## src/rtl/ssr_pkg.sv

```systemverilog
`timescale 1ns/1ps
package ssr_pkg;

   // Lane subset codes; value is the stream_sel encoding.
   typedef enum logic [1:0] {
      SEL_L0   = 2'd0,
      SEL_L0L1 = 2'd1,
      SEL_L0L2 = 2'd2,
      SEL_ALL  = 2'd3
   } strm_sel_e;

   // Index of the final slice of a window for a given subset.
   function automatic logic [1:0] last_slice_idx(input strm_sel_e sel);
      case (sel)
         SEL_L0:   return 2'd0;
         SEL_L0L1: return 2'd1;
         SEL_L0L2: return 2'd1;
         default:  return 2'd3;
      endcase
   endfunction

   // Lane carried by slice number idx for a given subset.
   function automatic logic [1:0] slice_lane(input strm_sel_e sel, input logic [1:0] idx);
      case (sel)
         SEL_L0:   return 2'd0;
         SEL_L0L2: return (idx == 2'd0) ? 2'd0 : 2'd2;
         default:  return idx;
      endcase
   endfunction

endpackage

```

## src/rtl/ssr_collector.sv

```systemverilog
`timescale 1ns/1ps
module ssr_collector #(
   parameter int LANES   = 4,
   parameter int SLICE_W = 16
) (
   input  logic                       clk,
   input  logic                       rst_n,
   input  logic                       smp_stb,
   input  logic [LANES-1:0]           smp_bits,
   output logic                       win_load,
   output logic [LANES*SLICE_W-1:0]   win_data
);
   localparam int CNT_W = (SLICE_W > 1) ? $clog2(SLICE_W) : 1;
   localparam logic [CNT_W-1:0] CNT_LAST = CNT_W'(SLICE_W - 1);

   logic [CNT_W-1:0] cnt_q;
   logic             at_last;

   assign at_last  = (cnt_q == CNT_LAST);
   assign win_load = smp_stb & at_last;

   always_ff @(posedge clk or negedge rst_n) begin
      if (!rst_n) begin
         cnt_q <= '0;
      end else if (smp_stb) begin
         cnt_q <= at_last ? '0 : cnt_q + CNT_W'(1);
      end
   end

   // One holding register per lane; newest sample enters at bit 0,
   // so the oldest sample of a full window sits at the top bit.
   for (genvar g = 0; g < LANES; g++) begin : g_lane
      logic [SLICE_W-1:0] hold_q;

      always_ff @(posedge clk or negedge rst_n) begin
         if (!rst_n) begin
            hold_q <= '0;
         end else if (smp_stb) begin
            hold_q <= {hold_q[SLICE_W-2:0], smp_bits[g]};
         end
      end

      assign win_data[g*SLICE_W +: SLICE_W] = {hold_q[SLICE_W-2:0], smp_bits[g]};
   end

endmodule

```

## src/rtl/ssr_shifter.sv

```systemverilog
`timescale 1ns/1ps
module ssr_shifter
   import ssr_pkg::*;
#(
   parameter int LANES   = 4,
   parameter int SLICE_W = 16
) (
   input  logic                       clk,
   input  logic                       rst_n,
   input  logic                       win_load,
   input  logic [LANES*SLICE_W-1:0]   win_data,
   input  logic [1:0]                 stream_sel,
   output logic                       ser_dout,
   output logic                       slice_sync,
   output logic                       overrun
);
   localparam int BIT_W = (SLICE_W > 1) ? $clog2(SLICE_W) : 1;
   localparam int SLC_W = 2;
   localparam logic [BIT_W-1:0] BIT_LAST = BIT_W'(SLICE_W - 1);

   strm_sel_e          sel_q;
   logic [SLC_W-1:0]   slc_q;
   logic [BIT_W-1:0]   bit_q;
   logic               busy_q;
   logic               ovr_q;
   logic [SLC_W-1:0]   cur_lane;
   logic               last_bit;
   logic               last_slice;
   logic [LANES-1:0]   lane_msb;

   assign cur_lane   = slice_lane(sel_q, slc_q);
   assign last_bit   = (bit_q == BIT_LAST);
   assign last_slice = (slc_q == last_slice_idx(sel_q));

   always_ff @(posedge clk or negedge rst_n) begin
      if (!rst_n) begin
         sel_q  <= SEL_L0;
         slc_q  <= '0;
         bit_q  <= '0;
         busy_q <= 1'b0;
         ovr_q  <= 1'b0;
      end else if (win_load) begin
         sel_q  <= strm_sel_e'(stream_sel);
         slc_q  <= '0;
         bit_q  <= '0;
         busy_q <= 1'b1;
         if (busy_q && !(last_bit && last_slice)) begin
            ovr_q <= 1'b1;
         end
      end else if (busy_q) begin
         if (last_bit) begin
            bit_q <= '0;
            if (last_slice) begin
               busy_q <= 1'b0;
            end else begin
               slc_q <= slc_q + SLC_W'(1);
            end
         end else begin
            bit_q <= bit_q + BIT_W'(1);
         end
      end
   end

   // Per-lane shift registers; only the lane on the line advances.
   for (genvar g = 0; g < LANES; g++) begin : g_shift
      logic [SLICE_W-1:0] sh_q;

      always_ff @(posedge clk or negedge rst_n) begin
         if (!rst_n) begin
            sh_q <= '0;
         end else if (win_load) begin
            sh_q <= win_data[g*SLICE_W +: SLICE_W];
         end else if (busy_q && (cur_lane == SLC_W'(g))) begin
            sh_q <= {sh_q[SLICE_W-2:0], 1'b0};
         end
      end

      assign lane_msb[g] = sh_q[SLICE_W-1];
   end

   assign ser_dout   = busy_q & lane_msb[cur_lane];
   assign slice_sync = busy_q & (bit_q == '0);
   assign overrun    = ovr_q;

endmodule

```

## src/rtl/ssr_tsync_gen.sv

```systemverilog
`timescale 1ns/1ps
module ssr_tsync_gen #(
   parameter int TS_MIN = 128,
   parameter int TS_MAX = 16384,
   parameter int PER_W  = 15
) (
   input  logic              clk,
   input  logic              rst_n,
   input  logic              smp_stb,
   input  logic [PER_W-1:0]  period_req,
   output logic              time_sync
);
   localparam logic [PER_W-1:0] P_LO = PER_W'(TS_MIN);
   localparam logic [PER_W-1:0] P_HI = PER_W'(TS_MAX);

   logic [PER_W-1:0] per_eff;
   logic [PER_W-1:0] tcnt_q;
   logic             wrap;
   logic             ts_q;

   always_comb begin
      if (period_req < P_LO) begin
         per_eff = P_LO;
      end else if (period_req > P_HI) begin
         per_eff = P_HI;
      end else begin
         per_eff = period_req;
      end
   end

   assign wrap = smp_stb && (tcnt_q >= per_eff - PER_W'(1));

   always_ff @(posedge clk or negedge rst_n) begin
      if (!rst_n) begin
         tcnt_q <= '0;
         ts_q   <= 1'b0;
      end else begin
         ts_q <= wrap;
         if (smp_stb) begin
            tcnt_q <= wrap ? '0 : tcnt_q + PER_W'(1);
         end
      end
   end

   assign time_sync = ts_q;

endmodule

```

## src/rtl/sample_stream_serializer.sv

```systemverilog
`timescale 1ns/1ps
module sample_stream_serializer #(
   parameter int LANES   = 4,
   parameter int SLICE_W = 16,
   parameter int TS_MIN  = 128,
   parameter int TS_MAX  = 16384,
   localparam int PER_W  = $clog2(TS_MAX + 1)
) (
   input  logic              clk,
   input  logic              rst_n,
   input  logic              smp_stb,
   input  logic [LANES-1:0]  smp_bits,
   input  logic [1:0]        stream_sel,
   input  logic [PER_W-1:0]  ts_period,
   output logic              ser_dout,
   output logic              slice_sync,
   output logic              time_sync,
   output logic              overrun
);
   // Elaboration-time parameter checks.
   initial begin : elab_chk
      if (LANES != 4) $fatal(1, "LANES must be 4 to match the subset select");
      if (SLICE_W < 2) $fatal(1, "SLICE_W must be at least 2");
      if (TS_MIN < 2 || TS_MIN > TS_MAX) $fatal(1, "time-marker period limits are inconsistent");
   end

   logic                     win_load;
   logic [LANES*SLICE_W-1:0] win_data;

   ssr_collector #(
      .LANES   (LANES),
      .SLICE_W (SLICE_W)
   ) u_collect (
      .clk      (clk),
      .rst_n    (rst_n),
      .smp_stb  (smp_stb),
      .smp_bits (smp_bits),
      .win_load (win_load),
      .win_data (win_data)
   );

   ssr_shifter #(
      .LANES   (LANES),
      .SLICE_W (SLICE_W)
   ) u_shift (
      .clk        (clk),
      .rst_n      (rst_n),
      .win_load   (win_load),
      .win_data   (win_data),
      .stream_sel (stream_sel),
      .ser_dout   (ser_dout),
      .slice_sync (slice_sync),
      .overrun    (overrun)
   );

   ssr_tsync_gen #(
      .TS_MIN (TS_MIN),
      .TS_MAX (TS_MAX),
      .PER_W  (PER_W)
   ) u_tsync (
      .clk        (clk),
      .rst_n      (rst_n),
      .smp_stb    (smp_stb),
      .period_req (ts_period),
      .time_sync  (time_sync)
   );

endmodule

```

## config.mk

```make
export PLATFORM = sky130hd
export DESIGN_NAME = sample_stream_serializer
export DESIGN_NICKNAME = d
export VERILOG_FILES = /design/src/rtl/ssr_pkg.sv /design/src/rtl/ssr_collector.sv /design/src/rtl/ssr_shifter.sv /design/src/rtl/ssr_tsync_gen.sv /design/src/rtl/sample_stream_serializer.sv
export SDC_FILE = /design/constraint.sdc
export NUM_CORES = 1
export LEC_CHECK = 0
export CAP_MARGIN = 20
export CORE_MARGIN = 8
export CORE_UTILIZATION = 55
export DETAILED_ROUTE_END_ITERATION = 12
export DONT_BUFFER_PORTS = 1
export GPL_ROUTABILITY_DRIVEN = 0
export PLACE_DENSITY = 0.68
export SLEW_MARGIN = 15
export SYNTH_ARGS = -nofsm -noshare
export SYNTH_HDL_FRONTEND = slang
export SYNTH_SLANG_ARGS = --single-unit
```

## constraint.sdc

```tcl
create_clock -name clk -period 5.4 [get_ports clk]
set_input_delay 0.54 -clock clk [delete_from_list [all_inputs] [get_ports clk]]
set_output_delay 0.54 -clock clk [all_outputs]
set_load 0.03 [all_outputs]
```

==> impl_metrics.sql, run 1 <==
INSERT INTO impl_metrics (metric_group, metric, value, unit) VALUES
('status', 'outcome', 'finished, final reports clean', ''),
('synthesis', 'synth_top_flop_cell', 'sky130_fd_sc_hd__dfrtp_1', ''),
('sta', 'max_freq', '232', 'MHz'),
('detailed_routing', 'drt-total-wl', '13000', 'um'),
('power_and_ir_drop', 'power.density_cell_area', '503', 'mW/mm2'),
('power_and_ir_drop', 'peakVddDrop', '268', 'uV'),
('synthesis', 'synth_enable_flop_cells', '0', ''),
('finish', 'mostFrequentLayoutCell', 'sky130_fd_sc_hd__dfrtp_1', ''),
('critical_path', 'cpPeakStageDelay', '0.56', 'ns'),
('detailed_routing', 'drt_pre_antenna_iters', '6', ''),
('critical_path', 'crit_family', 'simple AND/OR/NAND/NOR gates', ''),
('place', 'placement.io_buffers', '0', ''),
('global_route', 'groute.usage.overall', '15.8', '%'),
('critical_path', 'crit_arrival', '4.62', 'ns'),
('synthesis', 'syn-num-nets', '768', ''),
('finish', 'n_antenna_cell', '0', ''),
('clock_tree', 'cts.path.max_buffers', '2', ''),
('critical_path', 'setup.worst_path.class', 'in -> reg', ''),
('clock_tree', 'clock_insertion_delay_worst_skew', '0.42', 'ns'),
('floorplan', 'floorplan.core_area', '0.0131', 'mm2'),
('critical_path', 'critical_path.n_buffers_inverters', '0', ''),
('critical_path', 'slowest_cell_on_the_critical_path', 'sky130_fd_sc_hd__or4_1', ''),
('floorplan', 'ioPinCount', '28', ''),
('synthesis', 'netlist_instances', '723', ''),
('clock_tree', 'clock_tree.htree_level_count', '4', ''),
('floorplan', 'die-area', '0.0172', 'mm2'),
('sta', 'layout_min_cycle_time', '4.31', 'ns'),
('finish', 'multi_input_gate_area_in_the_final_layout', '0.00327', 'mm2'),
('critical_path', 'start_kind', 'input pin', ''),
('sta', 'max_slew_margin', '24.1', '%'),
('sta', 'tightestPinTransition', '1.13', 'ns'),
('synthesis', 'yosys.cell_types.count', '49', ''),
('synthesis', 'post_synthesis_simple_gate_area_fraction', '16.4', '%'),
('clock_tree', 'cts_repair_resize_count', '0', ''),
('sta', 'layout_worst_path_cycle_share', '79.7', '%'),
('floorplan', 'die_w', '131', 'um'),
('synthesis', 'yosys_register_bits', '154', ''),
('detailed_routing', 'avgViaCountPerCell', '5.61', ''),
('critical_path', 'worstPathRequired', '5.72', 'ns'),
('synthesis', 'async_reset_ff_share', '100', '%'),
('synthesis', 'yosys_warnings', '0', ''),
('sta', 'final.hold.worst_slack', '0.116', 'ns'),
('clock_tree', 'cts_sinks', '154', ''),
('finish', 'fin_nets', '751', ''),
('sta', 'report.final.setup_viol', '0', ''),
('finish', 'final-seq-area', '0.00385', 'mm2'),
('sta', 'endpoints_failing_hold', '0', ''),
('critical_path', 'path_cells', 'or4_1 > nor2_1 > nor2_1 > nand2_1 > ha_1 > and3_4 > o21ai_1 > or4_4 > mux2_4 > o221ai_2 > ha_1 > a21oi_1 > o21ai_0 > a21oi_1 > o21ai_1 > or2_0 > o31ai_1', ''),
('worst_hold_path', 'worstHoldPathType', 'in -> async', ''),
('synthesis', 'synth_mux_area_share', '12.3', '%'),
('global_route', 'grt_max_degree', '155', ''),
('power_and_ir_drop', 'leakagePower', '3.58', 'nW'),
('detailed_routing', 'drt_iter0_markers', '364', ''),
('sta', 'clock-skew-final', '0.00814', 'ns'),
('synthesis', 'avgSynthCellArea', '10.1', 'um2'),
('place', 'dpl.hpwl', '7880', 'um'),
('place', 'placed_cells', '861', ''),
('synthesis', 'syn-cell-area', '0.00730', 'mm2'),
('finish', 'syn2layout_area_growth', '9.91', '%'),
('critical_path', 'end_kind', 'flop', ''),
('sta', 'timing_max_transition_violations_final', '0', ''),
('critical_path', 'crit_path_max_fanout', '10', ''),
('synthesis', 'synth_xor_xnor_area_share', '1.92', '%'),
('clock_tree', 'tritoncts', 'done', ''),
('detailed_routing', 'via_count', '5020', ''),
('finish', 'mostFrequentLayoutCells', 'sky130_fd_sc_hd__dfrtp_1 (154), sky130_fd_sc_hd__nand2_1 (145), sky130_fd_sc_hd__nor2_1 (69), sky130_fd_sc_hd__mux2_2 (63), sky130_fd_sc_hd__a31oi_1 (47)', ''),
('flow_run', 'max_cap_viols', '0', ''),
('detailed_routing', 'wire_length_per_cell', '14.5', 'um'),
('floorplan', 'chipHeight', '131', 'um'),
('detailed_routing', 'drc', '0', ''),
('clock_tree', 'root_buffer', 'sky130_fd_sc_hd__clkbuf_16', '');
[logic make-up after synthesis]
| logic type | after synthesis |
|---|---|
| compound gates | 124 |
| simple gates | 276 |
| mux | 81 |
| xor+xnor | 16 |
| buf+inv | 51 |
| fa+ha+maj | 21 |
| flops | 154 |
[worst paths after layout]
check	startpoint	to	slack [ns]	cells past startpoint
hold / removal	rst_n	u_tsync.tcnt_q[14]$_DFFE_PN0P_	0.12	1
min in group clk	smp_stb	u_tsync.tcnt_q[0]$_DFFE_PN0P_	0.23	1
setup reg to reg	u_collect.cnt_q[0]$_DFFE_PN0P_	u_shift.g_shift[2].sh_q[8]$_DFFE_PN0P_	2.59	6
setup / recovery	ts_period[13]	u_tsync.tcnt_q[7]$_DFFE_PN0P_	1.09	17
max in group asynchronous	rst_n	u_shift.bit_q[1]$_DFFE_PN0P_	4.72	1
hold reg to reg	u_shift.g_shift[0].sh_q[8]$_DFFE_PN0P_	u_shift.g_shift[0].sh_q[8]$_DFFE_PN0P_	0.48	2
[repair_timing]
action / in CTS / in global routing
setup buffers: 0 / 0
hold endpoints to repair: 154 / 0
hold buffers: 1 / 0
[where the power goes]
| part | leakage (nW) | switching [mW] | internal, mW | total (mW) |
|---|---|---|---|---|
| logic | 1.44 | 0.494 | 0.470 | 0.964 |
| clock network | 0.280 | 0.439 | 0.694 | 1.13 |
| registers | 1.86 | 0.336 | 1.60 | 1.93 |
| total | 3.58 | 1.27 | 2.76 | 4.03 |
[layout make-up]
| class | instances | area share (%) |
|---|---|---|
| Clock buffer | 26 | 6.35 |
| Clock inverter | 6 | 0.765 |
| Inverter | 10 | 0.468 |
| Multi-Input combinational cell | 518 | 40.8 |
| Sequential cell | 154 | 48.1 |
| Tap cell | 176 | 2.75 |
| Timing Repair Buffer | 5 | 0.811 |
[Yosys cell counts, types with 2 or more instances]
| cell type | n | share of area [%] |
|---|---|---|
| sky130_fd_sc_hd__a211oi_1 | 2 | 0.21 |
| sky130_fd_sc_hd__a21o_1 | 2 | 0.21 |
| sky130_fd_sc_hd__a21oi_1 | 16 | 1.1 |
| sky130_fd_sc_hd__a31oi_1 | 47 | 4.0 |
| sky130_fd_sc_hd__and2_1 | 4 | 0.34 |
| sky130_fd_sc_hd__and3_1 | 5 | 0.43 |
| sky130_fd_sc_hd__and4_1 | 2 | 0.24 |
| sky130_fd_sc_hd__buf_1 | 2 | 0.10 |
| sky130_fd_sc_hd__clkbuf_1 | 38 | 2.0 |
| sky130_fd_sc_hd__dfrtp_1 | 154 | 53 |
| sky130_fd_sc_hd__ha_1 | 21 | 3.6 |
| sky130_fd_sc_hd__inv_1 | 10 | 0.51 |
| sky130_fd_sc_hd__mux2_2 | 63 | 9.7 |
| sky130_fd_sc_hd__mux2i_1 | 17 | 2.3 |
| sky130_fd_sc_hd__nand2_1 | 145 | 7.5 |
| sky130_fd_sc_hd__nand2b_1 | 7 | 0.60 |
| sky130_fd_sc_hd__nand3_1 | 14 | 0.96 |
| sky130_fd_sc_hd__nand4_1 | 6 | 0.51 |
| sky130_fd_sc_hd__nor2_1 | 70 | 3.6 |
| sky130_fd_sc_hd__nor2b_1 | 3 | 0.26 |
| sky130_fd_sc_hd__nor3_1 | 5 | 0.34 |
| sky130_fd_sc_hd__nor4_1 | 2 | 0.17 |
| sky130_fd_sc_hd__o21ai_0 | 36 | 2.5 |
| sky130_fd_sc_hd__o21ai_1 | 3 | 0.21 |
| sky130_fd_sc_hd__o22ai_1 | 2 | 0.17 |
| sky130_fd_sc_hd__o2bb2ai_1 | 5 | 0.60 |
| sky130_fd_sc_hd__o31a_1 | 2 | 0.24 |
| sky130_fd_sc_hd__or2_2 | 2 | 0.17 |
| sky130_fd_sc_hd__or3_1 | 3 | 0.26 |
| sky130_fd_sc_hd__or4_1 | 2 | 0.21 |
| sky130_fd_sc_hd__xnor2_1 | 8 | 0.96 |
| sky130_fd_sc_hd__xor2_1 | 8 | 0.96 |
[flip-flops by register name (all words and copies together) (netlist names)]
| name | flops |
|---|---|
| u_shift.g_shift.sh_q | 64 |
| u_collect.g_lane.hold_q | 60 |
| u_tsync.tcnt_q | 15 |
| u_collect.cnt_q | 4 |
| u_shift.bit_q | 4 |
| u_shift.sel_q | 2 |
| u_shift.slc_q | 2 |
| u_shift.busy_q | 1 |
| u_shift.overrun | 1 |
| u_tsync.time_sync | 1 |
[per-stage QoR]
step | utilization [%] | power, mW | worst slack, ns | instance area (um2)
final | 61.3 | 4.03 | 1.09 | 8020
after global routing | 61.3 | 4.32 | 0.857 | 8020
after detailed placement | 56.5 | 2.87 | 0.710 | 7400
after floorplan | - | 2.66 | 1.23 | 7300
after CTS | 61.1 | 4.05 | 1.14 | 8000
after global placement | 56.5 | 2.80 | 0.863 | 7400
[metal layers]
metal	routed length, um	global-route usage (%)	vias up
met4	176	6.20	0
li1	-	-	2481
met1	6100	19.9	2456
met5	0	0	-
met3	493	4.57	17
met2	6240	25.2	66
(Power assumes the default switching activity.)
==> run 2, diff against run 1 <==
clock period = 4.35 ns   (was 5.4 ns; I/O delays follow)
==> impl_metrics.sql, run 2 (same netlist as run 1, synthesis figures left out) <==
INSERT INTO impl_metrics (metric_group, metric, value, unit) VALUES
('critical_path', 'rr_startpoint', 'u_collect.cnt_q[0]$_DFFE_PN0P_', ''),
('place', 'placement.setup.worst_slack', '0.0888', 'ns'),
('detailed_routing', 'ant_nets', '0', ''),
('clock_tree', 'post_cts_hold_buffer_count', '1', ''),
('floorplan', 'die-area', '0.0172', 'mm2'),
('global_route', 'grt_pass1_vias', '4998', ''),
('power_and_ir_drop', 'switching_power_summed_over_all_nets', '1.59', 'mW'),
('clock_tree', 'clk_pin_slew', '0.06', 'ns'),
('floorplan', 'chipHeight', '131', 'um'),
('finish', 'drive_gt1_share', '14.7', '%'),
('detailed_routing', 'via_count', '5032', ''),
('power_and_ir_drop', 'peakVddDrop', '388', 'uV'),
('critical_path', 'end_kind', 'flop', ''),
('clock_tree', 'cts.path.max_buffers', '2', ''),
('power_and_ir_drop', 'design_power_total', '5.07', 'mW'),
('clock_tree', 'clock_tree.htree_level_count', '4', ''),
('power_and_ir_drop', 'power_switching_share', '31.3', '%'),
('clock_tree', 'cts_buffers', '17', ''),
('sta', 'max_slew_margin', '27.2', '%'),
('power_and_ir_drop', 'leakagePower', '3.59', 'nW'),
('global_route', 'met3_usage', '3.62', '%'),
('detailed_routing', 'drt-total-wl', '13200', 'um'),
('critical_path', 'crit_arrival', '4.20', 'ns'),
('critical_path', 'rr_endpoint', 'u_shift.g_shift[2].sh_q[9]$_DFFE_PN0P_', ''),
('global_route', 'groute.usage.overall', '16.1', '%'),
('sta', 'clock-skew-final', '0.0110', 'ns'),
('finish', 'reg.largest.list', 'u_shift.g_shift.sh_q (64), u_collect.g_lane.hold_q (60), u_tsync.tcnt_q (15)', ''),
('finish', 'mostFrequentLayoutCell', 'sky130_fd_sc_hd__dfrtp_1', ''),
('floorplan', 'floorplan.core_area', '0.0131', 'mm2'),
('detailed_routing', 'drt_pre_antenna_iters', '5', ''),
('finish', 'n_antenna_cell', '0', ''),
('sta', 'grt_setup_unrepaired', 'false', ''),
('sta', 'endpoints_failing_hold', '0', ''),
('critical_path', 'setup.worst_path.class', 'in -> reg', ''),
('sta', 'setup_total_negative_slack', '0', 'ns'),
('global_route', 'met1_usage', '20.3', '%'),
('clock_tree', 'setup_repair_bufs_after_cts', '0', ''),
('clock_tree', 'cts_sinks', '154', ''),
('worst_hold_path', 'worstHoldPathType', 'in -> async', ''),
('detailed_routing', 'drt_iter0_markers', '337', ''),
('finish', 'largest_register_ffs', '64', ''),
('power_and_ir_drop', 'power.share.sequential', '47.4', '%'),
('global_route', 'grt_overflow_total', '0', ''),
('sta', 'report.final.setup_viol', '0', ''),
('finish', 'syn2layout_area_growth', '10.2', '%'),
('global_route', 'busiest_layer', 'met2', ''),
('place', 'dpl.hpwl', '8080', 'um'),
('detailed_routing', 'wire_length_per_cell', '14.7', 'um'),
('critical_path', 'r2r_setup_slack', '1.68', 'ns'),
('finish', 'fin_nets', '753', ''),
('global_route', 'grt_max_degree', '155', ''),
('sta', 'tightestPinTransition', '1.08', 'ns'),
('global_route', 'grt_first_pass_wirelength', '23300', 'um'),
('sta', 'layout_worst_path_cycle_share', '89.3', '%'),
('critical_path', 'crit_path_max_fanout', '8', ''),
('power_and_ir_drop', 'p_comb_share', '23.7', '%'),
('clock_tree', 'root_buffer', 'sky130_fd_sc_hd__clkbuf_16', ''),
('finish', 'mostFrequentLayoutCells', 'sky130_fd_sc_hd__dfrtp_1 (154), sky130_fd_sc_hd__nand2_1 (145), sky130_fd_sc_hd__nor2_1 (69), sky130_fd_sc_hd__mux2_2 (63), sky130_fd_sc_hd__a31oi_1 (47)', ''),
('clock_tree', 'clock_insertion_delay_worst_skew', '0.42', 'ns'),
('critical_path', 'worstRegToRegCells', '4', ''),
('sta', 'layout_min_cycle_time', '3.89', 'ns'),
('critical_path', 'worstPathRequired', '4.66', 'ns'),
('detailed_routing', 'drc', '0', ''),
('place', 'placement.io_buffers', '0', ''),
('power_and_ir_drop', 'power.clock.fraction', '28.9', '%'),
('clock_tree', 'tritoncts', 'done', ''),
('sta', 'max_freq', '257', 'MHz'),
('floorplan', 'num_rows', '42', ''),
('detailed_routing', 'avgViaCountPerCell', '5.61', ''),
('finish', 'reg_with_most_ffs', 'u_shift.g_shift.sh_q', ''),
('critical_path', 'start_kind', 'input pin', ''),
('sta', 'timing_max_transition_violations_final', '0', ''),
('power_and_ir_drop', 'power.density_cell_area', '631', 'mW/mm2'),
('floorplan', 'ioPinCount', '28', ''),
('floorplan', 'die_w', '131', 'um'),
('global_route', 'gr-usage-met2', '26.2', '%'),
('flow_run', 'max_cap_viols', '0', ''),
('sta', 'postLayoutSetupSlackWorst', '0.464', 'ns'),
('clock_tree', 'cts_repair_resize_count', '0', ''),
('global_route', 'antenna_found_initial', '0', ''),
('floorplan', 'floorplan.initialDensity', '55.8', '%'),
('status', 'outcome', 'finished, final reports clean', ''),
('power_and_ir_drop', 'power_report.internal_total', '3.48', 'mW');
==> run 2: changes by cell type in the layout (fill, tap and decap cells not counted) <==
cell / delta
sky130_fd_sc_hd__buf_4: +1
sky130_fd_sc_hd__buf_6: +1
sky130_fd_sc_hd__bufinv_16: +2
sky130_fd_sc_hd__clkbuf_1: +2
sky130_fd_sc_hd__clkbuf_8: -4
sky130_fd_sc_hd__clkinv_2: +1
sky130_fd_sc_hd__clkinvlp_4: -1
sky130_fd_sc_hd__o21ai_2: +1
sky130_fd_sc_hd__o21ai_4: -1
==> run 2: power by group through the flow <==
| stage | Sequential (mW) | Combinational (mW) | Clock [mW] |
|---|---|---|---|
| final | 2.40 | 1.20 | 1.47 |
| after global routing | 2.48 | 1.39 | 1.56 |
| after floorplan | 2.27 | 1.03 | 0 |
| after detailed placement | 2.42 | 1.16 | 0 |
| after global placement | 2.38 | 1.09 | 0 |
| after CTS | 2.40 | 1.19 | 1.49 |
==> run 2: metrics by stage <==
step / cell area [um2] / instances / utilization [%] / hold slack, ns
after floorplan: 7300 / 723 / - / 0.139
after global placement: 7410 / 862 / 56.6 / 0.149
after detailed placement: 7410 / 862 / 56.6 / 0.149
after CTS: 8010 / 895 / 61.2 / 0.0671
after global routing: 8040 / 897 / 61.4 / 0.0735
final: 8040 / 897 / 61.4 / 0.0382
==> run 2: per-layer routing <==
| metal | up-vias | share of wire (%) |
|---|---|---|
| li1 | 2486 | - |
| met1 | 2475 | 48 |
| met2 | 55 | 48 |
| met3 | 16 | 3.0 |
| met4 | 0 | 1.4 |
| met5 | - | 0 |
==> run 2: critical path, stage by stage <==
cell                       delay, ns
sky130_fd_sc_hd__or4_1          0.57
sky130_fd_sc_hd__nor2_1         0.17
sky130_fd_sc_hd__nor2_1         0.09
sky130_fd_sc_hd__nand2_1        0.09
sky130_fd_sc_hd__ha_1           0.17
sky130_fd_sc_hd__and3_4         0.20
sky130_fd_sc_hd__o21ai_1        0.08
sky130_fd_sc_hd__or4_4          0.43
sky130_fd_sc_hd__mux2_4         0.31
sky130_fd_sc_hd__o221ai_2       0.15
sky130_fd_sc_hd__ha_1           0.26
sky130_fd_sc_hd__a21oi_1        0.12
sky130_fd_sc_hd__o21ai_0        0.10
sky130_fd_sc_hd__a21oi_1        0.13
sky130_fd_sc_hd__o21ai_1        0.21
sky130_fd_sc_hd__or2_0          0.38
sky130_fd_sc_hd__o31ai_1        0.28
==> run 2: worst max-delay path by stage <==
stage | from | to | cells past startpoint
6_report | ts_period[13] | u_tsync.tcnt_q[7]$_DFFE_PN0P_ | 17
5_1_grt | ts_period[13] | u_tsync.tcnt_q[7]$_DFFE_PN0P_ | 17
4_1_cts | ts_period[13] | u_tsync.tcnt_q[7]$_DFFE_PN0P_ | 17
3_5_place_dp | ts_period[13] | u_tsync.tcnt_q[7]$_DFFE_PN0P_ | 17
3_3_place_gp | ts_period[13] | u_tsync.tcnt_q[7]$_DFFE_PN0P_ | 17
2_1_floorplan | ts_period[13] | u_tsync.tcnt_q[7]$_DFFE_PN0P_ | 19
==> run 2: layout make-up <==
cell class,count,area [um2]
Sequential cell,154,3850
Clock buffer,24,462
Clock inverter,8,119
Fill cell,1059,5040
Multi-Input combinational cell,518,3260
Timing Repair Buffer,7,83.8
Tap cell,176,220
Inverter,10,37.5
